--- src/rtl/zrl_pkg.sv ---
package zrl_pkg;
  localparam int unsigned VAL_W  = 16;
  localparam int unsigned RUN_W  = 5;
  localparam int unsigned PAIRS  = 3;
  localparam int unsigned WORD_W = 64;
endpackage

--- src/rtl/zrl_enc.sv ---
module zrl_enc #(
  parameter int unsigned VAL_W  = zrl_pkg::VAL_W,
  parameter int unsigned RUN_W  = zrl_pkg::RUN_W,
  parameter int unsigned PAIRS  = zrl_pkg::PAIRS,
  parameter int unsigned WORD_W = zrl_pkg::WORD_W,
  localparam int unsigned PAIR_W = RUN_W + VAL_W,
  localparam int unsigned BODY_W = PAIRS * PAIR_W,
  localparam int unsigned CNT_W  = $clog2(PAIRS + 1)
) (
  input  logic              clk_i,
  input  logic              rst_ni,
  input  logic              in_valid_i,
  output logic              in_ready_o,
  input  logic [VAL_W-1:0]  in_data_i,
  input  logic              in_last_i,
  output logic [WORD_W-1:0] word_o,
  output logic [CNT_W-1:0]  npairs_o,
  output logic              word_valid_o,
  input  logic              word_ready_i
);
  localparam logic [RUN_W-1:0] RUN_MAX = {RUN_W{1'b1}};

  logic [RUN_W-1:0]  run_q;
  logic [CNT_W-1:0]  idx_q;
  logic [BODY_W-1:0] acc_q, acc_n;
  logic [WORD_W-1:0] word_q;
  logic [CNT_W-1:0]  np_q;
  logic              ov_q;
  logic              fire, close, done;

  assign in_ready_o   = !ov_q || word_ready_i;
  assign fire         = in_valid_i && in_ready_o;
  // a slot closes on non-zero data, a full run, or the end of stream
  assign close        = (in_data_i != '0) || (run_q == RUN_MAX) || in_last_i;
  assign done         = close && ((idx_q == CNT_W'(PAIRS - 1)) || in_last_i);
  assign word_o       = word_q;
  assign npairs_o     = np_q;
  assign word_valid_o = ov_q;

  always_comb begin
    acc_n = acc_q;
    for (int k = 0; k < PAIRS; k++) begin
      if (idx_q == CNT_W'(k)) acc_n[k*PAIR_W +: PAIR_W] = {in_data_i, run_q};
    end
  end

  always_ff @(posedge clk_i or negedge rst_ni) begin
    if (!rst_ni) begin
      run_q  <= '0;
      idx_q  <= '0;
      acc_q  <= '0;
      word_q <= '0;
      np_q   <= '0;
      ov_q   <= 1'b0;
    end else begin
      if (ov_q && word_ready_i) ov_q <= 1'b0;
      if (fire) begin
        if (!close) begin
          run_q <= run_q + 1'b1;
        end else begin
          run_q <= '0;
          if (done) begin
            word_q <= WORD_W'({in_last_i, acc_n});
            np_q   <= idx_q + 1'b1;
            ov_q   <= 1'b1;
            acc_q  <= '0;
            idx_q  <= '0;
          end else begin
            acc_q <= acc_n;
            idx_q <= idx_q + 1'b1;
          end
        end
      end
    end
  end
endmodule

--- src/rtl/zrl_dec.sv ---
module zrl_dec #(
  parameter int unsigned VAL_W  = zrl_pkg::VAL_W,
  parameter int unsigned RUN_W  = zrl_pkg::RUN_W,
  parameter int unsigned PAIRS  = zrl_pkg::PAIRS,
  parameter int unsigned WORD_W = zrl_pkg::WORD_W,
  localparam int unsigned PAIR_W = RUN_W + VAL_W,
  localparam int unsigned CNT_W  = $clog2(PAIRS + 1)
) (
  input  logic              clk_i,
  input  logic              rst_ni,
  input  logic [WORD_W-1:0] word_i,
  input  logic [CNT_W-1:0]  npairs_i,
  input  logic              word_valid_i,
  output logic              word_ready_o,
  output logic [VAL_W-1:0]  out_data_o,
  output logic              out_last_o,
  output logic              out_valid_o,
  input  logic              out_ready_i
);
  logic              busy_q;
  logic [WORD_W-1:0] word_q;
  logic [CNT_W-1:0]  np_q, idx_q;
  logic [RUN_W-1:0]  zc_q;
  logic [RUN_W-1:0]  cur_run;
  logic [VAL_W-1:0]  cur_lvl;
  logic              at_lvl, last_pair, take;

  always_comb begin
    cur_run = '0;
    cur_lvl = '0;
    for (int k = 0; k < PAIRS; k++) begin
      if (idx_q == CNT_W'(k)) begin
        cur_run = word_q[k*PAIR_W +: RUN_W];
        cur_lvl = word_q[k*PAIR_W + RUN_W +: VAL_W];
      end
    end
  end

  assign at_lvl       = (zc_q == cur_run);
  assign last_pair    = (idx_q == np_q - 1'b1);
  assign take         = busy_q && out_ready_i;
  assign word_ready_o = !busy_q;
  assign out_valid_o  = busy_q;
  assign out_data_o   = at_lvl ? cur_lvl : '0;
  assign out_last_o   = at_lvl && last_pair && word_q[WORD_W-1];

  always_ff @(posedge clk_i or negedge rst_ni) begin
    if (!rst_ni) begin
      busy_q <= 1'b0;
      word_q <= '0;
      np_q   <= '0;
      idx_q  <= '0;
      zc_q   <= '0;
    end else if (!busy_q) begin
      if (word_valid_i) begin
        busy_q <= 1'b1;
        word_q <= word_i;
        np_q   <= npairs_i;
        idx_q  <= '0;
        zc_q   <= '0;
      end
    end else if (take) begin
      if (!at_lvl) begin
        zc_q <= zc_q + 1'b1;
      end else begin
        zc_q <= '0;
        if (last_pair) busy_q <= 1'b0;
        else           idx_q  <= idx_q + 1'b1;
      end
    end
  end
endmodule

--- src/rtl/zrl_codec.sv ---
module zrl_codec #(
  parameter int unsigned VAL_W  = zrl_pkg::VAL_W,
  parameter int unsigned RUN_W  = zrl_pkg::RUN_W,
  parameter int unsigned PAIRS  = zrl_pkg::PAIRS,
  parameter int unsigned WORD_W = zrl_pkg::WORD_W,
  localparam int unsigned CNT_W = $clog2(PAIRS + 1)
) (
  input  logic              clk_i,
  input  logic              rst_ni,
  input  logic              enc_valid_i,
  output logic              enc_ready_o,
  input  logic [VAL_W-1:0]  enc_data_i,
  input  logic              enc_last_i,
  output logic [WORD_W-1:0] enc_word_o,
  output logic [CNT_W-1:0]  enc_npairs_o,
  output logic              enc_word_valid_o,
  input  logic              enc_word_ready_i,
  input  logic [WORD_W-1:0] dec_word_i,
  input  logic [CNT_W-1:0]  dec_npairs_i,
  input  logic              dec_word_valid_i,
  output logic              dec_word_ready_o,
  output logic [VAL_W-1:0]  dec_data_o,
  output logic              dec_last_o,
  output logic              dec_valid_o,
  input  logic              dec_ready_i
);
  zrl_enc #(.VAL_W(VAL_W), .RUN_W(RUN_W), .PAIRS(PAIRS), .WORD_W(WORD_W)) u_enc (
    .clk_i       (clk_i),
    .rst_ni      (rst_ni),
    .in_valid_i  (enc_valid_i),
    .in_ready_o  (enc_ready_o),
    .in_data_i   (enc_data_i),
    .in_last_i   (enc_last_i),
    .word_o      (enc_word_o),
    .npairs_o    (enc_npairs_o),
    .word_valid_o(enc_word_valid_o),
    .word_ready_i(enc_word_ready_i)
  );

  zrl_dec #(.VAL_W(VAL_W), .RUN_W(RUN_W), .PAIRS(PAIRS), .WORD_W(WORD_W)) u_dec (
    .clk_i       (clk_i),
    .rst_ni      (rst_ni),
    .word_i      (dec_word_i),
    .npairs_i    (dec_npairs_i),
    .word_valid_i(dec_word_valid_i),
    .word_ready_o(dec_word_ready_o),
    .out_data_o  (dec_data_o),
    .out_last_o  (dec_last_o),
    .out_valid_o (dec_valid_o),
    .out_ready_i (dec_ready_i)
  );
endmodule

--- config.mk ---
export PLATFORM = sky130hd
export DESIGN_NAME = zrl_codec
export DESIGN_NICKNAME = d
export VERILOG_FILES = /design/src/rtl/zrl_pkg.sv /design/src/rtl/zrl_enc.sv /design/src/rtl/zrl_dec.sv /design/src/rtl/zrl_codec.sv
export SDC_FILE = /design/constraint.sdc
export NUM_CORES = 1
export LEC_CHECK = 0
export ABC_AREA = 1
export BUFFER_PORTS_ARGS = -buffer_cell sky130_fd_sc_hd__buf_4
export CAP_MARGIN = 20
export CORE_MARGIN = 1.5
export CORE_UTILIZATION = 40
export CTS_BUF_LIST = sky130_fd_sc_hd__clkbuf_16
export CTS_CLUSTER_DIAMETER = 50
export DETAILED_ROUTE_END_ITERATION = 8
export SKIP_LAST_GASP = 1
export SLEW_MARGIN = 25
export SYNTH_ARGS = -nofsm -noshare
export SYNTH_HDL_FRONTEND = slang
export SYNTH_SLANG_ARGS = --single-unit
--- constraint.sdc ---
create_clock -name clk_i -period 3 [get_ports clk_i]
set_clock_uncertainty 0.05 [all_clocks]
set_input_delay 0.3 -clock clk_i [delete_from_list [all_inputs] [get_ports clk_i]]
set_output_delay 0.3 -clock clk_i [all_outputs]
set_load 0.01 [all_outputs]
==> Yosys cells after proc, flatten, opt, wreduce, memory -nomap -nowiden <==
Cells that the tools add are included.
W data, S select, Z words.
{ "op_classes": {"add_sub_neg": 5, "mul": 0, "n_div": 0, "order_cmp": 0, "n_eq_ne": 10, "shift": 0, "muxes": 31, "bitwise_logic": 1, "n_reduce_logical": 21} }
{ "op_table": {"columns": ["op", "n"], "rows": [
  ["$mux W16", 4],
  ["$mux W21", 3],
  ["$mux W63", 1],
  ["$mux W5", 8],
  ["$reduce_bool A16 Y1", 1],
  ["$mux W2", 6],
  ["$add A5 B1 Y5 const B", 2],
  ["$mux W1", 9],
  ["$logic_and A1 B1 Y1", 6],
  ["$ne A2 B2 Y1 const B", 3],
  ["$reduce_and A2 Y1", 3],
  ["$eq A5 B5 Y1", 1],
  ["$eq A5 B5 Y1 const B", 1],
  ["$add A2 B1 Y2 const B", 2],
  ["$eq A2 B1 Y1 const B", 2],
  ["$eq A2 B2 Y1 const B", 2],
  ["$logic_not A2 Y1", 2],
  ["$logic_or A1 B1 Y1", 4],
  ["$reduce_and A4 Y1", 1],
  ["$reduce_and A3 Y1", 1],
  ["$eq A2 B2 Y1", 1],
  ["$logic_not A1 Y1", 2],
  ["$reduce_bool A2 Y1", 1],
  ["$sub A2 B1 Y2 const B", 1],
  ["$not A1 Y1", 1]
]} }
{ "word_totals": {"reg_bits": 211, "latchBits": 0, "mem_bits_rw": 0, "rom_bits": 0, "inputBits": 89, "out_inout_bits": 87, "wordCells": 79, "n_memories": 0} }

==> Longest topological paths before layout <==
{ "logic_depth": {"word_depth": 8, "mapped_depth": 14} }

==> Modules after synthesis <==
From an unflattened synthesis, not the netlist that was laid out.
{ "hier_totals": {"cells_unflattened": 1274, "hier_area_um2": 10213.5} }
{ "modules_own_cells": {"columns": ["mod", "instances", "cells_per_inst", "area_each_um2", "seq_area_each_um2"], "rows": [
  ["zrl_enc", 1, 829, 6671.4, 3428.3],
  ["zrl_dec", 1, 445, 3542.1, 1851.8]
]} }

==> Worst setup path before layout <==
No wires, ideal clock.
{ "synth_path": {"kind": "register to output", "startpoint": "reg u_dec.idx_q[0]", "endpoint": "out dec_data_o[0]", "t_arrival_ps": 1883, "required_time_ps": 2650, "setup_slack_ps": 767, "path_stages_with_launch": 14, "path_buffers": 2, "path_cell_list": "dfrtp_1 inv_1 ha_1 inv_2 buf_2 or2_1 nand2_1 nand2_1 nand2_1 nand2_1 nor2_4 buf_6 o21ai_1 nor2_1"} }
{ "synth_via": {"elab_chain_len": 6, "elab_cells_between_ends": 11, "classes_between": "eq/ne (3); mux (7); reduce/logical (1)"} }
{ "synth_lines": {"columns": ["element", "line", "rtl"], "rows": [
  ["start: declaration", "zrl_dec.sv:22", "logic [CNT_W-1:0] np_q, idx_q;"],
  ["start signal: assignment", "zrl_dec.sv:68", "else idx_q <= idx_q + 1'b1;"],
  ["$logic_not A2 Y1", "zrl_dec.sv:32", "if (idx_q == CNT_W'(k)) begin"],
  ["$mux W5 (3 in series)", "zrl_dec.sv:32", null],
  ["$eq A5 B5 Y1", "zrl_dec.sv:39", "assign at_lvl = (zc_q == cur_run);"],
  ["$mux W16 *", "zrl_dec.sv:44", "assign out_data_o = at_lvl ? cur_lvl : '0;"],
  ["end: declaration", "zrl_codec.sv:22", "output logic [VAL_W-1:0] dec_data_o,"]
]} }
Mark *: on every way between the ends. The rest lies on a longest branch, timed or not.

==> Worst setup path in the final report <==
{ "layout_path": {"startpoint": "reg u_dec.idx_q[0]", "endpoint": "out dec_data_o[14]"} }
Same word-level chain as after synthesis.

==> run_results.csv <==
group,metric,value,unit
clock_network,clock_sinks,211,
place,dp_hpwl,16600,µm
floorplan,ios,176,
worst_setup_path,end_kind,"output pin",
floorplan,die_height,158,µm
floorplan,dieArea,25100,µm²
worst_setup_path,cp.arrival,2.49,ns
worst_setup_path,critical_path_class,"flop to output pin",
worst_setup_path,r2r_start,"u_enc.run_q[1]$_DFFE_PN0P_",
place,placed_cell_area,11300,µm²
worst_hold_path,hold_path_class,"primary input to flop",
final_layout,final_cell_area,13000,µm²
worst_setup_path,crit_start,"u_dec.idx_q[0]$_DFFE_PN0P_",
global_route,antenna_found_initial,0,
sta,setup_viol,0,
yosys,synth_area_per_cell,9.15,µm²
yosys,async_flop_share,100,%
sta,fin_crit_sh,94.7,%
clock_network,h-tree-depth,1,
clock_network,cts_tree,"done",
power,p_leak,6.32,nW
final_layout,layout_common_cells,"nand2_1 (247), dfrtp_1 (209), buf_4 (193)",
worst_setup_path,reg2reg_slack,0.38,ns
clock_network,clk_pin_slew,0.06,ns
sta,hold_viol,0,
worst_hold_path,min_to,"u_enc.word_valid_o$_DFF_PN0_",
power,ir_drop,0.427,mV
floorplan,start_util,40.9,%
worst_hold_path,hold_path_depth,4,
global_route,track_usage,21.0,%
yosys,synth_ff_type,"dfrtp_1",
worst_setup_path,crit_fanout,13,
clock_network,cts_buffers,28,
worst_setup_path,required,2.65,ns
place,numPortBuffers,175,
yosys,ys.warnings.count,0,
final_layout,final_nets,1384,
sta,finalMaxSlewViolations,0,
route,drc,0,
sta,setup_tns,0,ns
yosys,synth_top_cell_by_area,"dfrtp_1",
yosys,synth_cell_type_count,32,
route,drt_iter0_markers,488,
route,post_drt_via_cell_ratio,5.05,
worst_setup_path,crit_path_start_kind,"flop",
sta,maxSlewHeadroom,42.8,%
global_route,grt_pass1_vias,8158,
sta,worstMarginPinSlew,0.855,ns
route,routed_wl,26400,µm
yosys,syn_inst,1057,
yosys,synth.net_count,1155,
floorplan,dieWidth,158,µm
worst_setup_path,timing.rr.end,"u_enc.acc_q[56]$_DFFE_PN0P_",
floorplan,rows,56,
clock_network,clockRootBuffer,"clkbuf_16",
sta,fin_crit,2.84,ns
route,vias,8219,
yosys,ys_seq_area_share,54.6,%
final_layout,antenna_cells,0,
power,power.density,883,nW/µm²
route,routedWlPerCell,16.2,µm
sta,fmax,0.352,GHz
clock_network,clk_latency,0.54,ns
clock_network,clockBufferDepth,3,
place,gp_congestion,0.786,
global_route,grt_pass1_wl,41900,µm
yosys,synth-edff-count,0,
worst_hold_path,min_from,"enc_word_ready_i",
run,maxCapViolCount,0,
final_layout,utilization,55.0,%
route,ant_nets,0,
yosys,synth.top_cell.area_share,54.6,%
worst_setup_path,reg2reg_depth,11,
floorplan,core-area,23600,µm²
sta,rsz0062_at_grt,"no",
final_layout,drive_above_1_share,25.4,%
yosys,ys_top_cells_by_area,"dfrtp_1 (55%), nand2_1 (9.7%), o21ai_0 (9.2%)",
yosys,synthesis.area,9670,µm²
yosys,synth.ff_latch_count,211,
final_layout,layout.cells.most_common,"nand2_1",
global_route,overflow,0,
outcome,outcome,"complete, no violations",
sta,hold_ws,0.0471,ns
route,first_pass_iters,5,
final_layout,areaGrowthSynthToFinish,34.4,%
global_route,grt_max_degree,88,
-- power breakdown --
group	internal, mW	total (mW)	switching [mW]	leakage [nW]
registers	3.83	4.36	0.529	2.77
logic	1.72	3.84	2.12	3.09
clock network	2.01	3.28	1.27	0.462
-- registers in the layout, indices dropped and copies added, names as in the netlist, 5 cells and up --
register,cells
u_enc.word_o,64
u_dec.zc_q,5
u_dec.word_q,64
u_enc.run_q,5
u_enc.acc_q,63
-- synth_stat cells, types with 5 or more instances --
| library cell | n |
|---|---|
| a21oi_1 | 19 |
| a221oi_1 | 16 |
| buf_2 | 23 |
| buf_6 | 6 |
| clkbuf_1 | 36 |
| dfrtp_1 | 211 |
| ha_1 | 9 |
| inv_1 | 71 |
| mux2_2 | 66 |
| nand2_1 | 250 |
| nand3_1 | 78 |
| nor2_1 | 46 |
| o21ai_0 | 178 |
| o21ai_1 | 11 |
| xor2_1 | 5 |
-- cell families after synthesis --
group,Yosys count,synth area share [%]
simple gates,392,17.0
compound gates,230,12.7
flops,211,54.6
buf+inv,143,6.35
mux,66,7.69
fa+ha+maj,9,1.16
xor+xnor,6,0.544
-- how the worst max path moves through the flow --
stage	slack, ns	to
final	0.16	dec_data_o[14]
after detailed placement	0.35	dec_data_o[1]
after global routing	0.02	dec_data_o[15]
after global placement	0.41	dec_data_o[4]
after floorplan	0.77	dec_data_o[0]
after CTS	0.03	dec_data_o[1]
-- cell type report --
type / instances / area, µm²
clock buffers: 29 / 726
flip-flops and latches: 211 / 5280
repair buffers: 269 / 2270
well taps: 319 / 399
fillers: 2095 / 10600
inverters: 73 / 279
multi-input cells: 703 / 3830
clock inverters: 23 / 203
-- critical path, stage by stage (launching register included) --
cell     delay (ns)
dfrtp_2        0.43
inv_4          0.09
ha_4           0.16
inv_2          0.07
or2_2          0.29
nand2_1        0.07
nand2_1        0.04
nand2_1        0.07
nand3_2        0.11
nor2_4         0.14
buf_12         0.15
o21ai_1        0.06
nor2_1         0.14
buf_4          0.15
-- metal layers --
metal | wire [µm] | GRT usage [%]
met4 | 588 | 5.74
met5 | 0 | 0
met3 | 1620 | 3.59
met2 | 11900 | 33.6
met1 | 12300 | 29.3
-- per-stage QoR --
stage                     setup WS (ns)  instances  total power [mW]
after global routing             0.0181       1627              12.3
final                             0.158       1627              11.5
after CTS                        0.0305       1625              11.5
after detailed placement          0.346       1501              8.06
after global placement            0.414       1501              8.01
after floorplan                   0.767       1057              6.58
-- what timing repair did --
action / CTS / global route
gates resized for setup: 4 / 11
setup buffers: 3 / 3
pin swaps: 1 / 3
endpoints found under the hold margin: 150 / 0
setup endpoints to repair: 17 / 15
hold buffers: 69 / 0
(Power assumes the default switching activity.)
